==> src/rtl/bsmac_pkg.sv <==
package bsmac_pkg;

  typedef struct packed {
    logic sum;
    logic carry;
  } fa_out_t;

  function automatic fa_out_t full_add(input logic x, input logic y, input logic z);
    fa_out_t r;
    r.sum   = x ^ y ^ z;
    r.carry = (x & y) | (x & z) | (y & z);
    return r;
  endfunction

endpackage

==> src/rtl/bsmac_sadd.sv <==
// One-bit serial adder: the sum is combinational, the carry is held in a single flop.
module bsmac_sadd
  import bsmac_pkg::*;
(
  input  logic clk,
  input  logic rst_n,
  input  logic en,
  input  logic clr,
  input  logic x,
  input  logic y,
  output logic sum
);

  logic    cy_q, cy_d, cin;
  fa_out_t fa;

  always_comb begin
    cin  = clr ? 1'b0 : cy_q;
    fa   = full_add(x, y, cin);
    sum  = fa.sum;
    cy_d = cy_q;
    if (en) cy_d = fa.carry;
  end

  always_ff @(posedge clk or negedge rst_n) begin
    if (!rst_n) cy_q <= 1'b0;
    else        cy_q <= cy_d;
  end

endmodule

==> src/rtl/bsmac_delay.sv <==
// Bit-wide delay line: taps[j] is the input stream delayed by j clocks.
module bsmac_delay #(
  parameter int N = 4
) (
  input  logic         clk,
  input  logic         rst_n,
  input  logic         en,
  input  logic         clr,
  input  logic         din,
  output logic [N-1:0] taps
);

  assign taps[0] = din;

  if (N > 1) begin : g_line
    logic [N-2:0] d_q, d_d;

    always_comb begin
      d_d = d_q;
      if (en) d_d = taps[N-2:0];
    end

    always_ff @(posedge clk or negedge rst_n) begin
      if (!rst_n) d_q <= '0;
      else        d_q <= d_d;
    end

    for (genvar j = 1; j < N; j++) begin : g_tap
      assign taps[j] = ~clr & d_q[j-1];
    end
  end

endmodule

==> src/rtl/bsmac_seq.sv <==
// Sequencer: tracks the bit index of the running computation and opens the input windows.
module bsmac_seq #(
  parameter int N = 4
) (
  input  logic clk,
  input  logic rst_n,
  input  logic start,
  output logic active,
  output logic mcand_open,
  output logic addend_open,
  output logic last
);

  localparam int             CW   = $clog2(2 * N + 2);
  localparam logic [CW-1:0]  MEND = CW'(N);
  localparam logic [CW-1:0]  AEND = CW'(2 * N);

  logic          busy_q, busy_d;
  logic [CW-1:0] cnt_q, cnt_d, idx;

  always_comb begin
    active      = start | busy_q;
    idx         = start ? '0 : cnt_q;
    mcand_open  = active && (idx < MEND);
    addend_open = active && (idx < AEND);
    last        = active && (idx == AEND);
    busy_d      = busy_q;
    cnt_d       = cnt_q;
    if (start) begin
      busy_d = 1'b1;
      cnt_d  = CW'(1);
    end else if (busy_q) begin
      busy_d = (cnt_q != AEND);
      cnt_d  = cnt_q + CW'(1);
    end
  end

  always_ff @(posedge clk or negedge rst_n) begin
    if (!rst_n) begin
      busy_q <= 1'b0;
      cnt_q  <= '0;
    end else begin
      busy_q <= busy_d;
      cnt_q  <= cnt_d;
    end
  end

endmodule

==> src/rtl/bitser_mac.sv <==
module bitser_mac #(
  parameter int N = 4
) (
  input  logic         clk,
  input  logic         rst_n,
  input  logic         start,
  input  logic [N-1:0] mplr,
  input  logic         mcand_bit,
  input  logic         addend_bit,
  output logic         res_bit,
  output logic         res_valid,
  output logic         done
);

  logic         active, mcand_open, addend_open, last;
  logic [N-1:0] gate_q, gate_d, gate_eff;
  logic [N-1:0] taps;
  logic         a_in, c_in, acc_sum;
  logic         res_d, valid_d, last_q, last_d, done_d;

  bsmac_seq #(.N(N)) u_seq (
    .clk(clk), .rst_n(rst_n), .start(start),
    .active(active), .mcand_open(mcand_open),
    .addend_open(addend_open), .last(last)
  );

  // Multiplier bits: live in the start cycle, held afterwards.
  always_comb begin
    gate_d = gate_q;
    if (start) gate_d = mplr;
    gate_eff = start ? mplr : gate_q;
    a_in     = mcand_open & mcand_bit;
    c_in     = addend_open & addend_bit;
  end

  always_ff @(posedge clk or negedge rst_n) begin
    if (!rst_n) gate_q <= '0;
    else        gate_q <= gate_d;
  end

  bsmac_delay #(.N(N)) u_dly (
    .clk(clk), .rst_n(rst_n), .en(active), .clr(start),
    .din(a_in), .taps(taps)
  );

  // Partial product cascade, least significant multiplier bit first.
  for (genvar j = 0; j < N; j++) begin : g_stage
    logic s_in, s_out;
    if (j == 0) begin : g_first
      assign s_in = 1'b0;
    end else begin : g_next
      assign s_in = g_stage[j-1].s_out;
    end
    bsmac_sadd u_add (
      .clk(clk), .rst_n(rst_n), .en(active), .clr(start),
      .x(s_in), .y(gate_eff[j] & taps[j]), .sum(s_out)
    );
  end

  // Accumulate adder consumes each product bit as it appears.
  bsmac_sadd u_acc (
    .clk(clk), .rst_n(rst_n), .en(active), .clr(start),
    .x(g_stage[N-1].s_out), .y(c_in), .sum(acc_sum)
  );

  always_comb begin
    res_d   = active & acc_sum;
    valid_d = active;
    last_d  = last;
    done_d  = last_q;
  end

  always_ff @(posedge clk or negedge rst_n) begin
    if (!rst_n) begin
      res_bit   <= 1'b0;
      res_valid <= 1'b0;
      last_q    <= 1'b0;
      done      <= 1'b0;
    end else begin
      res_bit   <= res_d;
      res_valid <= valid_d;
      last_q    <= last_d;
      done      <= done_d;
    end
  end

endmodule

==> config.mk <==
export PLATFORM = sky130hd
export DESIGN_NAME = bitser_mac
export DESIGN_NICKNAME = d
export VERILOG_FILES = /design/src/rtl/bsmac_pkg.sv /design/src/rtl/bsmac_sadd.sv /design/src/rtl/bsmac_delay.sv /design/src/rtl/bsmac_seq.sv /design/src/rtl/bitser_mac.sv
export SDC_FILE = /design/constraint.sdc
export NUM_CORES = 1
export LEC_CHECK = 0
export BUFFER_PORTS_ARGS = -buffer_cell sky130_fd_sc_hd__buf_2
export CAP_MARGIN = 0
export CELL_PAD_IN_SITES_DETAIL_PLACEMENT = 1
export CELL_PAD_IN_SITES_GLOBAL_PLACEMENT = 2
export CORE_MARGIN = 2
export CORE_UTILIZATION = 41
export DETAILED_ROUTE_END_ITERATION = 10
export GPL_TIMING_DRIVEN = 0
export PLACE_DENSITY = 0.84
export SYNTH_ARGS = -nofsm -noshare
export SYNTH_HDL_FRONTEND = slang
export SYNTH_SLANG_ARGS = --single-unit
==> constraint.sdc <==
create_clock -name clk -period 5.5 [get_ports clk]
set_clock_uncertainty 0.15 [all_clocks]
set_input_delay 1.375 -clock clk [delete_from_list [all_inputs] [get_ports clk]]
set_output_delay 1.375 -clock clk [all_outputs]
set_load 0.005 [all_outputs]
==> out/qor.csv <==
metric;value;unit
async_reset_ff_share;100;%
grt-ovfl-total;0;
synth_ff_type;dfrtp_1;
wire_per_inst;14.3;um
grt_pass1_vias;722;
drt_first_pass_iters;2;
synth_cells;84;
syn_nets;100;
cts_resized;0;
start_kind;primary input;
multi_input_area;485;um^2
period_share;81.1;%
power_leakage;0.576;nW
cp-endpoint;res_bit;
vias_per_cell;5.13;
critPathMaxFanout;10;
worstPathRequired;5.56;ns
fp.dieH;54.8;um
n_fill_cell;272;
io_pins;12;
cts-root-buf;clkbuf_4;
ys_ff_latch;21;
synth_simple_gate_area_share;16.3;%
postCtsSetupBuffers;0;
place_congestion;0.728;
rrSetupSlack;1.84;ns
powerDensity;262;nW/um^2
setup_viol;0;
hold_class;reg2reg;
cts_hold_buffers;0;
period_minus_slack;4.46;ns
avgSynthCellArea;12.6;um^2
synth-xor-area-share;0.827;%
antenna_found_initial;0;
numCtsBuffers;3;
stdcell_count;128;
crit_start;start;
clkLatencyLatePin;0.30;ns
clkSlewWorstSetupHoldPaths;0.12;ns
routed-wl-met3;60;um
ys_types;28;
drt-met1-wl;831;um
synthAdderAreaFrac;11.1;%
drtIter0Drc;1;
register_area;526;um^2
worstReg2RegEnd;res_bit;
drv_cap;0;
synth.most_common_cell;dfrtp_1;
r2r_start;u_seq.cnt_q[3];
via_count;656;
rows;18;
drc;0;
synth.cell_area;1060;um^2
grt_max_degree;22;
highest-signal-layer;met4;
synthTopCellsByArea;dfrtp_1 50%, fa_1 7.6%, mux2_4 5.7%;
hpwl;1330;um
yosysSeqAreaShare;49.6;%
route.met2.wl;900;um
synth_edf_count;0;
numClockSinks;21;
syn_to_final_growth;10.8;%
holdPathStages;0;
clockBufferDepth;2;
tns;0;ns
arrival;4.52;ns
die_area;3000;um^2
min_from;done_d;
yosys.area.top_type;dfrtp_1;
synthTopCellsByCount;21 x dfrtp_1, 7 x nor2b_1, 6 x nor2_1, 5 x mux2_2;
drt-total-wl;1830;um
yosys.area.top_type_share;49.6;%
start_util;43.1;%
synthMuxAreaShare;13.8;%
slew_violations;0;
hold_viol;0;
synth_compound_area_share;3.78;%
die-width;54.8;um
whs;0.209;ns
critPathCaptureType;flip-flop;
fmax;224;MHz
grtUsageTotal;16.0;%
worst_slew_pin_slew;0.476;ns
status;finished clean;
critPathKind;in2reg;
r2r_cells;9;
cts_tree;built;
synth_top_family_by_area;simple AND/OR/NAND/NOR gates;
fin_nets;115;
fp.coreArea;2450;um^2
slew_headroom;68.3;%
antenna_left;0;
vdd_drop_max;0.133;mV
placed_cells;124;
port_buffers;10;
diodes;0;
grt_pass1_wl;3260;um
yosysWarnings;0;
cts-htree-levels;1;
grt_setup_unrepaired;no;
drive_gt1_share;28.6;%
## worst max-delay path, cell delays in order
cell and delay (ns):
buf_6 0.11, buf_2 0.23, nand2_1 0.09, a21boi_0 0.20
ha_1 0.28, fa_1 0.51, fa_1 0.53, fa_1 0.55
inv_1 0.06, fa_1 0.54, nor2b_1 0.04
## through the flow
| stage | total power (W) | util, % | instance area [um^2] | setup slack (ns) |
|---|---|---|---|---|
| after floorplan | 0.000216 | - | 1060 | 0.839 |
| after global placement | 0.000232 | 46.7 | 1150 | 0.701 |
| after detailed placement | 0.000238 | 46.7 | 1150 | 0.652 |
| after CTS | 0.000314 | 47.8 | 1170 | 0.989 |
| after global routing | 0.000329 | 47.8 | 1170 | 0.878 |
| final | 0.000307 | 47.8 | 1170 | 1.04 |
## logic make-up (layout without fill, tap and decap cells)
kind of cell / count (synthesis) / count (layout)
AND/OR/NAND/NOR: 29 / 29
AO/OA/AOI/OAI: 6 / 6
adder cells (fa/ha/maj): 7 / 7
buffers and inverters: 8 / 22
XOR/XNOR: 1 / 1
flip-flops: 21 / 21
multiplexers: 12 / 12
## metal layers
metal	up-vias	global-route usage, %
li1	305	-
met1	335	19.9
met2	12	25.8
met3	4	2.46
met4	0	10.0
met5	-	0
## worst min path at each step
stage | end | slack (ns)
floorplan | done | 0.18
global placement | done | 0.18
detailed placement | done | 0.19
CTS | done | 0.21
global route | done | 0.23
finish | done | 0.21
## registers in the layout, indices dropped and copies added (netlist names)
| signal | flops |
|---|---|
| done | 1 |
| done_d | 1 |
| g_stage.u_add.cy_q | 4 |
| gate_q | 4 |
| res_bit | 1 |
| res_valid | 1 |
| u_acc.cy_q | 1 |
| u_dly.g_line.d_q | 3 |
| u_seq.busy_q | 1 |
| u_seq.cnt_q | 4 |
## cell type report
cell class                 instances  area share (%)
inverter                           3           0.961
timing repair buffer              10            4.27
buffer                             5            3.09
tap                               30            3.20
multi-input combinational         55            41.4
sequential                        21            44.8
clock buffer                       4            2.24
## where the power goes
group	switching, W	total (W)	internal [W]
clock network	0.0000467	0.0000750	0.0000283
registers	0.00000959	0.000178	0.000169
logic	0.0000261	0.0000535	0.0000274
total	0.0000824	0.000307	0.000225
## layout by cell type, fill, tap and decap left out
cell       instances
inv_1              3
nand2b_1           2
ha_1               3
clkbuf_4           3
buf_2             12
nand4bb_1          2
mux2i_1            3
and3b_1            1
nand3b_1           2
or2_1              1
nand4_1            1
buf_6              2
a21bo_2            1
nand2_1            3
clkbuf_1           2
or3b_2             1
a21o_1             1
mux2_4             4
dfrtp_1           21
nor2b_1            7
fa_1               4
nand3_1            1
nor2_1             6
mux2_2             5
xnor2_1            1
o21ai_0            1
a21boi_0           1
a21oi_1            2
nor3_1             2
Power figures use the tool's default switching activity.
